## config.mk

```make
export PLATFORM = sky130hd
export DESIGN_NAME = sq_fetch_engine
export DESIGN_NICKNAME = d
export VERILOG_FILES = /design/src/rtl/sq_fetch_pkg.sv /design/src/rtl/sq_tail_reg.sv /design/src/rtl/sq_head_ctr.sv /design/src/rtl/sq_beat_asm.sv /design/src/rtl/sq_fetch_engine.sv
export SDC_FILE = /design/constraint.sdc
export NUM_CORES = 1
export LEC_CHECK = 0
export BUFFER_PORTS_ARGS = -buffer_cell sky130_fd_sc_hd__buf_4
export CAP_MARGIN = 20
export CORE_AREA = 4 4 297 299
export CTS_CLUSTER_DIAMETER = 30
export DETAILED_ROUTE_END_ITERATION = 8
export DIE_AREA = 0 0 301 303
export PLACE_DENSITY = 0.54
export SLEW_MARGIN = 20
export SYNTH_ARGS = -nofsm -noshare
export SYNTH_HDL_FRONTEND = slang
export SYNTH_SLANG_ARGS = --single-unit
```

## constraint.sdc

```tcl
create_clock -name clk -period 9.1 [get_ports clk]
set_input_delay 1.82 -clock clk [delete_from_list [all_inputs] [get_ports clk]]
set_output_delay 1.82 -clock clk [all_outputs]
set_load 0.05 [all_outputs]
```

## src/rtl/sq_fetch_pkg.sv

```systemverilog
package sq_fetch_pkg;
  localparam int unsigned SLOT_BYTES = 64;
  localparam int unsigned SLOT_SHIFT = $clog2(SLOT_BYTES);
  localparam int unsigned CMD_BITS   = SLOT_BYTES * 8;

  typedef enum logic [1:0] {
    ST_IDLE  = 2'd0,
    ST_REQ   = 2'd1,
    ST_BEATS = 2'd2,
    ST_OUT   = 2'd3
  } fetch_st_e;
endpackage

```

## src/rtl/sq_tail_reg.sv

```systemverilog
module sq_tail_reg #(
  parameter int unsigned IDX_W = 8
) (
  input  logic             clk,
  input  logic             rst_n,
  input  logic [IDX_W-1:0] cfg_depth,
  input  logic             db_wr,
  input  logic [IDX_W-1:0] db_tail,
  output logic [IDX_W-1:0] tail,
  output logic             db_err
);
  logic in_range;
  assign in_range = (db_tail < cfg_depth);

  always_ff @(posedge clk or negedge rst_n) begin
    if (!rst_n) begin
      tail   <= '0;
      db_err <= 1'b0;
    end else begin
      db_err <= db_wr && !in_range;
      if (db_wr && in_range) tail <= db_tail;
    end
  end

  // an out-of-range doorbell leaves the tail alone and raises the flag
  a_r3_bad_db_ignored: assert property (@(posedge clk) disable iff (!rst_n)
    (db_wr && (db_tail >= cfg_depth)) |=> ($stable(tail) && db_err));

  // a legal doorbell is taken
  a_r2_db_taken: assert property (@(posedge clk) disable iff (!rst_n)
    (db_wr && (db_tail < cfg_depth)) |=> (tail == $past(db_tail)));
endmodule

```

## src/rtl/sq_head_ctr.sv

```systemverilog
module sq_head_ctr #(
  parameter int unsigned IDX_W = 8
) (
  input  logic             clk,
  input  logic             rst_n,
  input  logic [IDX_W-1:0] cfg_depth,
  input  logic             advance,
  output logic [IDX_W-1:0] head
);
  logic             at_last;
  logic [IDX_W-1:0] head_nxt;

  assign at_last  = (head == cfg_depth - IDX_W'(1));
  assign head_nxt = at_last ? '0 : head + IDX_W'(1);

  always_ff @(posedge clk or negedge rst_n) begin
    if (!rst_n)       head <= '0;
    else if (advance) head <= head_nxt;
  end

  // wrap from the last slot back to slot 0
  a_r7_wrap: assert property (@(posedge clk) disable iff (!rst_n)
    (advance && (head == cfg_depth - IDX_W'(1))) |=> (head == '0));

  // head stays inside the ring
  a_r7_in_ring: assert property (@(posedge clk) disable iff (!rst_n)
    head < cfg_depth);
endmodule

```

## src/rtl/sq_beat_asm.sv

```systemverilog
module sq_beat_asm #(
  parameter int unsigned DATA_W   = 64,
  parameter int unsigned CMD_BITS = 512
) (
  input  logic                clk,
  input  logic                rst_n,
  input  logic                clear,
  input  logic                beat_valid,
  input  logic [DATA_W-1:0]   beat_data,
  output logic [CMD_BITS-1:0] word,
  output logic                last_beat
);
  localparam int unsigned BEATS = CMD_BITS / DATA_W;
  localparam int unsigned CNT_W = (BEATS > 1) ? $clog2(BEATS) : 1;

  logic [CNT_W-1:0] cnt;

  assign last_beat = beat_valid && (cnt == CNT_W'(BEATS - 1));

  always_ff @(posedge clk or negedge rst_n) begin
    if (!rst_n)          cnt <= '0;
    else if (clear)      cnt <= '0;
    else if (last_beat)  cnt <= '0;
    else if (beat_valid) cnt <= cnt + CNT_W'(1);
  end

  for (genvar g = 0; g < BEATS; g++) begin : g_lane
    logic [DATA_W-1:0] lane_q;
    always_ff @(posedge clk or negedge rst_n) begin
      if (!rst_n)                                lane_q <= '0;
      else if (beat_valid && cnt == CNT_W'(g))   lane_q <= beat_data;
    end
    assign word[g*DATA_W +: DATA_W] = lane_q;
  end

  // after the final beat the counter is ready for the next command
  a_r5_count_restarts: assert property (@(posedge clk) disable iff (!rst_n)
    last_beat |=> (cnt == '0));
endmodule

```

## src/rtl/sq_fetch_engine.sv

```systemverilog
module sq_fetch_engine
  import sq_fetch_pkg::*;
#(
  parameter int unsigned ADDR_W = 64,
  parameter int unsigned DATA_W = 64,
  parameter int unsigned IDX_W  = 8,
  parameter int unsigned QID_W  = 16
) (
  input  logic                clk,
  input  logic                rst_n,
  input  logic [ADDR_W-1:0]   cfg_base,
  input  logic [IDX_W-1:0]    cfg_depth,
  input  logic [QID_W-1:0]    cfg_qid,
  input  logic                db_wr,
  input  logic [IDX_W-1:0]    db_tail,
  output logic                db_err,
  output logic                rd_req_valid,
  input  logic                rd_req_ready,
  output logic [ADDR_W-1:0]   rd_req_addr,
  input  logic                rd_rsp_valid,
  output logic                rd_rsp_ready,
  input  logic [DATA_W-1:0]   rd_rsp_data,
  output logic                cmd_valid,
  input  logic                cmd_ready,
  output logic [CMD_BITS-1:0] cmd_data,
  output logic [QID_W-1:0]    cmd_qid,
  output logic [IDX_W-1:0]    cmd_slot,
  output logic [IDX_W-1:0]    sq_head
);
  fetch_st_e        st, st_nxt;
  logic [IDX_W-1:0] tail, head;
  logic             beat_take, last_beat, cmd_take;

  sq_tail_reg #(.IDX_W(IDX_W)) u_tail (
    .clk(clk), .rst_n(rst_n), .cfg_depth(cfg_depth),
    .db_wr(db_wr), .db_tail(db_tail), .tail(tail), .db_err(db_err)
  );

  sq_head_ctr #(.IDX_W(IDX_W)) u_head (
    .clk(clk), .rst_n(rst_n), .cfg_depth(cfg_depth),
    .advance(cmd_take), .head(head)
  );

  sq_beat_asm #(.DATA_W(DATA_W), .CMD_BITS(CMD_BITS)) u_asm (
    .clk(clk), .rst_n(rst_n), .clear(st == ST_REQ),
    .beat_valid(beat_take), .beat_data(rd_rsp_data),
    .word(cmd_data), .last_beat(last_beat)
  );

  assign rd_req_valid = (st == ST_REQ);
  assign rd_rsp_ready = (st == ST_BEATS);
  assign cmd_valid    = (st == ST_OUT);
  assign beat_take    = rd_rsp_valid && rd_rsp_ready;
  assign cmd_take     = cmd_valid && cmd_ready;
  assign rd_req_addr  = cfg_base + (ADDR_W'(head) << SLOT_SHIFT);
  assign cmd_slot     = head;
  assign cmd_qid      = cfg_qid;
  assign sq_head      = head;

  always_comb begin
    st_nxt = st;
    unique case (st)
      ST_IDLE:  if (head != tail) st_nxt = ST_REQ;
      ST_REQ:   if (rd_req_ready) st_nxt = ST_BEATS;
      ST_BEATS: if (last_beat)    st_nxt = ST_OUT;
      ST_OUT:   if (cmd_ready)    st_nxt = ST_IDLE;
      default:                    st_nxt = ST_IDLE;
    endcase
  end

  always_ff @(posedge clk or negedge rst_n) begin
    if (!rst_n) st <= ST_IDLE;
    else        st <= st_nxt;
  end

  // a pending request holds its address
  a_r4_req_hold: assert property (@(posedge clk) disable iff (!rst_n)
    (rd_req_valid && !rd_req_ready) |=> (rd_req_valid && $stable(rd_req_addr)));

  // an offered command holds under back-pressure
  a_r6_cmd_hold: assert property (@(posedge clk) disable iff (!rst_n)
    (cmd_valid && !cmd_ready) |=> (cmd_valid && $stable(cmd_data) && $stable(cmd_slot)));

  // head moves only on a command handshake
  a_r7_head_on_accept: assert property (@(posedge clk) disable iff (!rst_n)
    !(cmd_valid && cmd_ready) |=> $stable(sq_head));

  // one command in flight, phases never overlap
  a_r4_single_phase: assert property (@(posedge clk) disable iff (!rst_n)
    $countones({rd_req_valid, rd_rsp_ready, cmd_valid}) <= 1);

  // a request starts only when work was pending
  a_r2_start_needs_work: assert property (@(posedge clk) disable iff (!rst_n)
    $rose(rd_req_valid) |-> $past(head != tail));
endmodule

```

[After elaboration in Yosys (flattened, before gate mapping)]
Index checks and enable logic that the tools add are counted.
Storage, ports and cells
  register bits: 534
  bits in latches: 0
  RAM bits: 0
  memory bits (read-only): 0
  input bits: 166
  output and inout bits: 612
  memories: 0
Operators by class
  add/subtract/negate cells: 4
  $mul: 0
  div/mod/pow operators: 0
  order comparisons: 1
  eq/ne operators: 16
  shifts and indexed selects: 0
  muxes and demuxes: 9
  bitwise gates (word level): 0
  reduce and logical (&&, ||, !) cells: 17
Operator list (number)
  $add 64x14->64: 1
  $eq 3x3->1 const B: 4
  $logic_and 1x1->1: 12
  $mux 3: 3
  $add 8x1->8 const B: 1
  $eq 8x8->1: 1
  $lt 8x8->1: 1
  $mux 2: 4
  $mux 8: 1
  $ne 8x8->1: 1
  $pmux 2 s4: 1
  $sub 8x1->8 const B: 1
  $eq 3x2->1 const B: 2
  $ne 2x1->1 const B: 3
  $eq 2x2->1 const B: 2
  $reduce_and 4->1: 1
  $add 3x1->3 const B: 1
  $eq 3x1->1 const B: 1
  $logic_not 3->1: 1
  $reduce_bool 3->1: 1
  $eq 2x1->1 const B: 1
  $logic_not 2->1: 1
  $ne 2x2->1 const B: 1
  $logic_not 1->1: 1

[Longest topological paths before layout]
  depth after elaboration: 5
  mapped depth: 10
  depth with buffers taken out: 9

[Modules after synthesis]
From an unflattened synthesis, not the netlist that was laid out.
Unflattened totals
  cells, all modules: 1524
  area, all modules: 22811.9 µm²
Modules (own cells, without submodules)
  sq_beat_asm: times used 1, cells an instance 1108, area an instance 19474.9 µm², seq. area each 12887.4 µm²
  sq_fetch_engine: times used 1, cells an instance 295, area an instance 2098.3 µm², seq. area each 50.0 µm²
  sq_head_ctr: times used 1, cells an instance 76, area an instance 714.4 µm², seq. area each 200.2 µm²
  sq_tail_reg: times used 1, cells an instance 45, area an instance 524.3 µm², seq. area each 225.2 µm²

[Worst setup path after synthesis]
OpenSTA, ideal clock, no wires.
  kind: in2out
  from: input port cfg_base[6]
  to: output port rd_req_addr[32]
  arrival time: 4.405 ns
  data required time: 7.280 ns
  setup slack: 2.875 ns
  stages on the path: 10
  buffers on the path: 1
  cells stage by stage: ha_1 -> inv_1 -> fa_1 -> nand2b_1 -> a21o_1 -> a311oi_4 -> and2_0 -> buf_2 -> nand3_1 -> xnor2_1
Between the ends
  longest elaborated chain between the ends: 1
RTL lines
  from (decl): line sq_fetch_engine.sv:11  | input logic [ADDR_W-1:0] cfg_base,
  $add 64x14->64: line sq_fetch_engine.sv:55  | assign rd_req_addr = cfg_base + (ADDR_W'(head) << SLOT_SHIFT);
  to (decl): line sq_fetch_engine.sv:19  | output logic [ADDR_W-1:0] rd_req_addr,
Every way passes these cells.

[Final worst setup path]
  from: input port cfg_base[6]
  to: output port rd_req_addr[46]
Same word-level chain as after synthesis.

==> out/metrics.csv <==
stage,metric,value,unit
status,status,completed,
logic_synthesis,mean post-synth cell area,14.9,um^2
clock_tree,Sinks on Clock Net,534,
sta,clk_skew,0.0395,ns
clock_tree,CTS Root Cell,clkbuf_16,
job,Max-Cap Viols,0,
placed_design,Placer Congestion,0.842,
pwr,PwrDens,347,nW/um^2
sta,max-slew violations,0,
logic_synthesis,Yosys top cell area share,0.603,
sta,WHS,0.502,ns
clock_tree,clk slew on worst S/H paths,0.04,ns
die,CORE AREA,85100,um^2
setup_path,worst r2r path cells,6,
setup_path,RR Startpoint,st[0]$_DFFE_PN0P_,
hold_path,hold path start,u_asm.g_lane[6].lane_q[52]$_DFFE_PN0P_,
die,Die ar.,91200,um^2
layout,Synth-to-Final Area Change,51.6,%
pwr,Seq pwr share,0.269,
logic_synthesis,synthesized area,22200,um^2
pwr,power share of the combinational group,0.315,
routing,Total Wirelength,76300,um
logic_synthesis,Mapped Nets,1678,
clock_tree,Max Root-Sink Buffers,3,
layout,nets@finish,2473,
sta,min cycle time layout,6.29,ns
placed_design,IO buf count,733,
sta,unrepaired setup endpoints after global routing,no,
logic_synthesis,sequential fraction of the synthesis area,0.603,
pwr,internal power,7.34,mW
logic_synthesis,Yosys warnings,0,
logic_synthesis,prevailing post-synth register cell,dfrtp_1,
pwr,leakage,17.3,nW
setup_path,critical path peak fanout,8,
layout,register area,13400,um^2
routing,DRT met1 WL,29100,um
logic_synthesis,Synth Register Bits,534,
pwr,Psw,4.31,mW
clock_tree,Resized Gates After CTS,0,
pwr,Worst IR Drop VDD,0.000218,V
routing,drt pass-1 iters,4,
hold_path,WHS Endpoint,u_asm.g_lane[6].lane_q[52]$_DFFE_PN0P_,
placed_design,worst slack at placement,2.85,ns
grt,initial antenna violation count,5,
setup_path,WP buf/inv,3,
sta,Setup TNS,0,ns
routing,met3 routed WL,6910,um
sta,Highest Clock Rate,159,MHz
layout,Layout Cells excl Fill,3525,
placed_design,Post-DP HPWL,52900,um
logic_synthesis,fraction of registers with async set/reset,1.00,
setup_path,CP required,7.28,ns
pwr,clock power share,0.415,
logic_synthesis,Post-Syn Instances,1483,
sta,endpoints failing setup,0,
routing,# DRC,0,
routing,Via Count,15500,
placed_design,placed insts,3289,
setup_path,max incr delay on CP,0.52,ns
clock_tree,# H-tree levels,4,
setup_path,worst r2r dst,u_asm.g_lane[2].lane_q[46]$_DFFE_PN0P_,
setup_path,r2r setup slk,5.87,ns
grt,vias in the first global route,17100,
clock_tree,CTS tree,done,
layout,most frequent cells in the layout,"buf_4, dfrtp_1, mux2_2",
grt,GRT Overall Usage,0.163,
setup_path,slowest stage cell on the critical path,a311oi_4,
setup_path,crit-path cells,buf_4 > ha_1 > inv_1 > fa_1 > nand2b_1 > a21o_1 > a311oi_4 > nand4_1 > nor3_1 > xor2_1 > buf_4,
logic_synthesis,Yosys top cell by area,dfrtp_1,
sta,worst setup margin,2.81,ns
routing,DRT antenna net count,0,
pwr,switching share of power,0.370,
layout,layout cells sized above 1,0.638,
sta,final period utilization,0.691,
setup_path,crit-path leading delay family,compound AO/OA/AOI/OAI gates,
hold_path,HP Class,reg2reg,
setup_path,Setup crit end kind,output port,
setup_path,Critical Path Most Common Cell,buf_4,
logic_synthesis,Post-synth EDFFs,0,
die,row count,107,
setup_path,WP data arrival,4.47,ns
clock_tree,Worst-Skew Late Latency,0.70,ns
setup_path,Startpoint Class,input pin,
layout,fillers,8090,
layout,ant diodes,0,
layout,"most common cell after layout, fill and taps aside",buf_4,
hold_path,worst hold stages,1,
clock_tree,Setup Buffers After CTS,0,
grt,GR Overflow Total,0,
layout,"Core Util, Final",0.394,
logic_synthesis,Yosys cell types,52,
setup_path,CP startpoint,cfg_base[6],
die,Die Ht,303,um
die,Die X,301,um
layout,design area,33600,um^2
placed_design,placed inst area,28900,um^2
setup_path,CP Class,in2out,
routing,DR vias/cell,4.41,
die,Initial Util,0.260,
routing,uppermost layer routed,met5,
routing,First DRT Iteration DRCs,576,
clock_tree,CTS hold repair buffers,0,
layout,Multi-input gate area,8280,um^2
routing,WL per Instance,21.6,um
pwr,"Power, Total",11.6,mW
grt,largest net degree at the start of global routing,164,
sta,Worst Max-Slew Pin Slew,1.03,ns
die,io pins,778,
sta,relative slew slack,0.313,
sta,Final Hold Vio Count,0,
grt,first-pass GRT wire length,111000,um
logic_synthesis,largest cells by area after synthesis,"dfrtp_1, mux2_2, xnor2_1",
clock_tree,CTS Buf Count,130,
routing,Met2 Wirelength,38300,um
[worst reg2reg max path, delay by kind of cell (launching register included)]
kind | cells | cell delay, ns
multiplexers | 1 | 0.44
AND/OR/NAND/NOR | 2 | 1.07
flip-flops | 1 | 0.39
adder cells (fa/ha/maj) | 1 | 0.50
buffers and inverters | 2 | 0.72
[flip-flops by register name, summed over array words and instances (netlist names)]
signal               count
u_tail.db_err            1
st                       2
u_asm.cnt                3
u_asm.g_lane.lane_q    512
u_head.head              8
u_tail.tail              8
[cell usage after synthesis, types with 3 or more instances]
master,number
and4_1,5
nand4_1,16
a211oi_1,3
nand2_1,26
o21ai_0,5
nor3_1,10
and3_1,3
inv_1,30
nand2b_1,5
clkbuf_1,54
xnor2_1,42
xor2_1,34
nor2b_1,4
nor4_4,3
mux2_2,522
buf_4,31
nor2_1,24
dfrtp_1,534
a21o_1,10
buf_2,4
and2_1,6
nand3_1,29
ha_1,28
nor3_2,5
a21oi_1,19
[how the worst max path moves through the flow]
stage	to	slack [ns]	depth (start not counted)
after floorplan	rd_req_addr[32]	2.88	10
after global placement	rd_req_addr[42]	2.82	11
after detailed placement	rd_req_addr[46]	2.85	11
after CTS	rd_req_addr[46]	2.83	11
after global routing	rd_req_addr[46]	2.66	11
final	rd_req_addr[46]	2.81	11
[kinds of logic (layout without fill, tap and decap cells)]
logic type | count (synthesis) | count (layout) | share of synthesized area
mux | 522 | 522 | 0.265
flops | 534 | 534 | 0.603
compound gates | 54 | 54 | 0.0184
fa+ha+maj | 29 | 29 | 0.0167
buf+inv | 119 | 1017 | 0.0256
simple gates | 149 | 149 | 0.0406
xor+xnor | 76 | 76 | 0.0300
[power by group through the flow]
stage / Clock [mW] / Sequential, mW / Combinational (mW)
5_1_grt: 5.07 / 3.19 / 3.83
3_5_place_dp: 0 / 3.16 / 3.71
6_report: 4.84 / 3.14 / 3.67
4_1_cts: 4.94 / 3.14 / 3.71
2_1_floorplan: 0 / 4.66 / 0.907
3_3_place_gp: 0 / 3.15 / 3.68
[layout make-up]
type,instances,share of cell area
Clock buffer,164,0.108
Sequential cell,534,0.398
Multi-Input combinational cell,830,0.247
Inverter,30,0.00335
Clock inverter,71,0.0318
Timing Repair Buffer,752,0.170
Tap cell,1144,0.0426
[metal layers]
metal  GRT usage  up-vias
met2       0.277      583
met3      0.0701      140
met1       0.182     7928
met5           0        -
met4      0.0569        4
li1            -     6874
(Power assumes the default switching activity.)
